$ cat config.mk
export PLATFORM = sky130hd
export DESIGN_NAME = cur_attr_unit
export DESIGN_NICKNAME = d
export VERILOG_FILES = /design/src/rtl/cur_attr_pkg.sv /design/src/rtl/cur_blink_timer.sv /design/src/rtl/cur_hit_match.sv /design/src/rtl/cur_mask_gen.sv /design/src/rtl/cur_attr_unit.sv
export SDC_FILE = /design/constraint.sdc
export NUM_CORES = 1
export LEC_CHECK = 0
export ABC_CLOCK_PERIOD_IN_PS = 3800
export BUFFER_PORTS_ARGS = -buffer_cell sky130_fd_sc_hd__buf_2
export CORE_AREA = 2 2 39 41
export CTS_BUF_LIST = sky130_fd_sc_hd__clkbuf_8
export CTS_CLUSTER_SIZE = 14
export DETAILED_ROUTE_END_ITERATION = 10
export DIE_AREA = 0 0 41 43
export HOLD_SLACK_MARGIN = 0.15
export PLACE_DENSITY = 0.74
export SLEW_MARGIN = 20
export SYNTH_ARGS = -nofsm -noshare
export SYNTH_HDL_FRONTEND = slang
export SYNTH_SLANG_ARGS = --single-unit
$ cat constraint.sdc
create_clock -name clk -period 3.8 [get_ports clk]
set_clock_uncertainty 0.15 [all_clocks]
set_input_delay 0.95 -clock clk [delete_from_list [all_inputs] [get_ports clk]]
set_output_delay 0.95 -clock clk [all_outputs]
set_load 0.01 [all_outputs]
$ cat src/rtl/cur_attr_pkg.sv
package cur_attr_pkg;

  typedef struct packed {
    logic invert;
    logic underline;
    logic blink;
    logic line;
  } cur_mode_t;

endpackage

$ cat src/rtl/cur_blink_timer.sv
module cur_blink_timer #(
  parameter int BLINK_FRAMES = 32
) (
  input  logic clk,
  input  logic rst_n,
  input  logic disp_on,
  input  logic frame_start,
  output logic [$clog2(BLINK_FRAMES)-1:0] frame_cnt,
  output logic phase
);
  localparam int CNT_W = $clog2(BLINK_FRAMES);
  localparam logic [CNT_W-1:0] LAST = CNT_W'(BLINK_FRAMES - 1);

  logic at_last;
  assign at_last = (frame_cnt == LAST);

  always_ff @(posedge clk or negedge rst_n) begin
    if (!rst_n) begin
      frame_cnt <= '0;
      phase     <= 1'b0;
    end else if (!disp_on) begin
      frame_cnt <= '0;
      phase     <= 1'b0;
    end else if (frame_start) begin
      if (at_last) begin
        frame_cnt <= '0;
        phase     <= ~phase;
      end else begin
        frame_cnt <= frame_cnt + 1'b1;
      end
    end
  end
endmodule

$ cat src/rtl/cur_hit_match.sv
module cur_hit_match #(
  parameter int ADDR_W     = 7,
  parameter int LINE_SHIFT = 5
) (
  input  logic [ADDR_W-1:0] ac_addr,
  input  logic [ADDR_W-1:0] scan_addr,
  input  logic              line_mode,
  output logic              hit
);
  logic cell_eq;
  logic line_eq;

  assign cell_eq = (ac_addr == scan_addr);

  generate
    if (LINE_SHIFT == 0) begin : g_no_line
      assign line_eq = cell_eq;
    end else begin : g_line
      assign line_eq = (ac_addr[ADDR_W-1:LINE_SHIFT] == scan_addr[ADDR_W-1:LINE_SHIFT]);
    end
  endgenerate

  assign hit = line_mode ? line_eq : cell_eq;
endmodule

$ cat src/rtl/cur_mask_gen.sv
module cur_mask_gen
  import cur_attr_pkg::*;
#(
  parameter int ROW_W = 3,
  parameter int PIX_W = 5
) (
  input  logic             disp_on,
  input  logic             hit,
  input  logic             phase,
  input  cur_mode_t        mode,
  input  logic [ROW_W-1:0] scan_row,
  output logic [PIX_W-1:0] inv_mask,
  output logic [PIX_W-1:0] force_mask
);
  localparam logic [ROW_W-1:0] UL_ROW = '1;
  localparam logic [PIX_W-1:0] ALL    = '1;

  logic active;
  logic ul_on;
  logic blink_on;
  logic inv_on;

  always_comb begin
    active   = disp_on && hit;
    ul_on    = active && mode.underline && (scan_row == UL_ROW);
    blink_on = active && mode.blink && phase;
    inv_on   = active && mode.invert && !mode.blink && phase;
    inv_mask   = inv_on ? ALL : '0;
    force_mask = (ul_on || blink_on) ? ALL : '0;
  end
endmodule

$ cat src/rtl/cur_attr_unit.sv
module cur_attr_unit
  import cur_attr_pkg::*;
#(
  parameter int ADDR_W       = 7,
  parameter int LINE_SHIFT   = 5,
  parameter int ROW_W        = 3,
  parameter int PIX_W        = 5,
  parameter int BLINK_FRAMES = 32
) (
  input  logic              clk,
  input  logic              rst_n,
  input  logic              disp_on,
  input  logic              frame_start,
  input  logic [ADDR_W-1:0] ac_addr,
  input  logic [ADDR_W-1:0] scan_addr,
  input  logic [ROW_W-1:0]  scan_row,
  input  logic              cm_invert,
  input  logic              cm_underline,
  input  logic              cm_blink,
  input  logic              cm_line,
  output logic [PIX_W-1:0]  inv_mask,
  output logic [PIX_W-1:0]  force_mask
);
  localparam int CNT_W = $clog2(BLINK_FRAMES);

  cur_mode_t        mode;
  logic             hit;
  logic             blink_phase;
  logic [CNT_W-1:0] frame_cnt;

  assign mode = '{invert: cm_invert, underline: cm_underline,
                  blink: cm_blink, line: cm_line};

  cur_blink_timer #(.BLINK_FRAMES(BLINK_FRAMES)) u_timer (
    .clk(clk), .rst_n(rst_n), .disp_on(disp_on), .frame_start(frame_start),
    .frame_cnt(frame_cnt), .phase(blink_phase)
  );

  cur_hit_match #(.ADDR_W(ADDR_W), .LINE_SHIFT(LINE_SHIFT)) u_hit (
    .ac_addr(ac_addr), .scan_addr(scan_addr), .line_mode(mode.line), .hit(hit)
  );

  cur_mask_gen #(.ROW_W(ROW_W), .PIX_W(PIX_W)) u_mask (
    .disp_on(disp_on), .hit(hit), .phase(blink_phase), .mode(mode),
    .scan_row(scan_row), .inv_mask(inv_mask), .force_mask(force_mask)
  );
endmodule

==> results.py <==
metrics = {
    "run_status": {
        "outcome": "finished, final reports clean",
    },
    "placement": {
        "dpl.hpwl_um": 748.9,
        "io_buffers": 34,
        "gp_congestion": 0.8251,
        "dp_slack_ps": 759.8,
    },
    "setup_path": {
        "r2r_slack_ps": 2010,
        "start_kind": "input port",
        "worstSetupEndpointType": "primary output",
        "required_ps": 2700,
        "worstSetupPathType": "input port to primary output",
        "arrival_ps": 1920,
        "r2r_start": "u_timer.frame_cnt[0]",
        "reg2reg_depth": 7,
        "cp_max_fo": 5,
        "r2r_end": "u_timer.frame_cnt[2]",
    },
    "cells_and_area": {
        "layout_common_cells": "buf_2, dfrtp_1, xnor2_1",
        "n_fill_cell": 135,
        "final_common_cell": "buf_2",
        "area.sequential_um2": 150.1,
        "antenna_cells": 0,
        "multi_input_area_um2": 277.8,
        "final_nets": 111,
        "drive_gt1_share_pct": 47.56,
        "areaGrowthSynthToFinish_pct": 31.09,
    },
    "global_routing": {
        "grt_pass1_wl_um": 1290,
        "grt-ovfl-total": 0,
        "grt_use_total_pct": 11.23,
        "grt_pass1_vias": 372,
        "antenna_found_initial": 0,
        "grt_max_degree": 8,
    },
    "cts": {
        "clk_pin_slew_ps": 40,
        "cts_buffer_depth": 2,
        "cts_sinks": 6,
        "tritoncts": "done",
        "clock_latency_ps": 220,
        "cts_hold_buf": 0,
        "root_buffer": "clkbuf_8",
        "cts_setup_buffers": 0,
        "cts_resized": 0,
        "htreeDepth": 1,
        "cts-buffers-inserted": 3,
    },
    "drt": {
        "vias": 453,
        "wl_per_cell_um": 9.388,
        "drtPass1Iterations": 4,
        "drc": 0,
        "drt_iter0_drc": 3,
        "vias_per_cell": 4.622,
        "wl_um": 920,
        "final_antenna_net_count": 0,
    },
    "die": {
        "die_y_um": 43,
        "core_area_um2": 1384,
        "die-area_um2": 1763,
        "start_util_pct": 36.35,
        "num_io_pins": 35,
        "fp.dieW_um": 41,
        "row_count": 14,
    },
    "worst_hold_path": {
        "whs_path_depth": 2,
        "worstHoldStart": "u_timer.frame_cnt[4]",
        "hold_class": "flip-flop to flip-flop",
        "whs_endpoint": "u_timer.frame_cnt[4]",
    },
    "timing": {
        "fmax_ghz": 0.3316,
        "tns_ps": 0,
        "finalMaxSlewViolations": 0,
        "rsz0062_at_grt": "false",
        "tightest_slew_ps": 218.8,
        "hold_violations": 0,
        "fin_crit_ps": 3016,
        "slew_headroom_pct": 85.36,
        "whs_ps": 394.4,
        "setup_ws_ps": 784.2,
        "finalSetupViolations": 0,
        "period_share_pct": 79.36,
    },
    "synthesis": {
        "netlist_area_um2": 503.0,
        "synthSimpleGateAreaFrac_pct": 24.63,
        "postSynthAreaPerCell_um2": 9.145,
        "syn_nets": 82,
        "synth_fa_ha_area_share_pct": 4.975,
        "synthCells": 55,
        "synth_top_family_by_area": "simple AND/OR/NAND/NOR gates",
        "synthMuxAreaShare_pct": 5.970,
        "ys_warn_count": 0,
        "synth_compound_area_share_pct": 5.721,
        "ys_ff_latch": 6,
        "synth.distinct_cells": 20,
        "ys_seq_area_share_pct": 29.85,
        "synth_xor_area_share_pct": 13.93,
    },
    "power_and_ir_drop": {
        "p_clk_share_pct": 49.4,
        "p_per_area_nw_per_um2": 292.9,
        "intPower_uw": 151.7,
        "p_seq_share_pct": 34.9,
        "power_switching_uw": 41.43,
        "ir_drop_mv": 0.1690,
        "swShare_pct": 21.45,
        "cellLeakagePower_uw": 0.0003707,
        "share_comb_of_total_power_pct": 15.7,
    },
    "flow_run": {
        "max-cap-violations": 0,
    },
}
power by group through the flow:
stage | clock [uW] | sequential (uW) | combinational, uW
floorplan | 0 | 67.8 | 14.9
global placement | 0 | 68.0 | 29.9
detailed placement | 0 | 68.1 | 30.8
CTS | 101 | 67.3 | 30.8
global route | 104 | 67.7 | 34.5
finish | 95.4 | 67.4 | 30.3
per-stage QoR:
| step | cells | cell area, um^2 | power (uW) | utilization [%] |
|---|---|---|---|---|
| floorplan | 55 | 503.0 | 82.76 | - |
| global placement | 95 | 618.1 | 97.88 | 44.67 |
| detailed placement | 95 | 618.1 | 98.91 | 44.67 |
| CTS | 98 | 659.4 | 198.7 | 47.65 |
| global route | 98 | 659.4 | 206.3 | 47.65 |
| finish | 98 | 659.4 | 193.2 | 47.65 |
cells by family after synthesis:
family | after synthesis
flip-flops | 6
XOR/XNOR | 8
adder cells (fa/ha/maj) | 2
AND/OR/NAND/NOR | 21
AO/OA/AOI/OAI | 5
buffers and inverters | 10
multiplexers | 3
per-layer routing:
| metal | track usage (%) | wire length [um] | up-vias |
|---|---|---|---|
| met5 | 0 | 0 | - |
| met2 | 19.69 | 444 | 30 |
| met3 | 3.141 | 126 | 0 |
| li1 | - | - | 232 |
| met4 | 8.000 | 0 | 0 |
| met1 | 9.901 | 349 | 191 |
cell usage after synthesis:
cell	n	area (um^2)
a21oi_1	1	5.000
a22oi_1	1	7.510
a31oi_1	1	6.260
and2_1	2	12.51
and3_1	3	18.77
buf_4	10	75.07
dfrtp_1	6	150.1
ha_1	2	25.02
mux2i_1	3	30.03
nand2_1	4	15.01
nand2b_2	1	8.760
nand4_1	1	6.260
nand4b_1	1	8.760
nor2_1	3	11.26
nor2b_1	4	25.02
nor3_1	1	5.000
nor3b_2	1	12.51
o21ai_0	2	10.01
xnor2_1	5	43.79
xor2_1	3	26.28
worst max-delay path by stage:
stage	from	cells past startpoint	to
after global routing	scan_addr[2]	6	force_mask[4]
after global placement	scan_addr[2]	6	force_mask[1]
after floorplan	scan_addr[2]	5	force_mask[1]
final	scan_addr[2]	6	inv_mask[0]
after CTS	scan_addr[2]	6	inv_mask[0]
after detailed placement	scan_addr[2]	6	inv_mask[0]
critical path: stages:
cell	delay, ps
buf_2	100
xor2_1	150
nor3_1	190
a31oi_1	130
nor2_1	220
buf_2	180
registers in the layout (all words and copies together), names as in the netlist:
name,cells
u_timer.frame_cnt,5
u_timer.phase,1
cell type report:
| type | instances | share of cell area, % |
|---|---|---|
| clock buffers | 3 | 6.262 |
| multi-input cells | 39 | 42.13 |
| flip-flops and latches | 6 | 22.77 |
| well taps | 16 | 3.036 |
| repair buffers | 34 | 25.81 |
(Power assumes the default switching activity.)
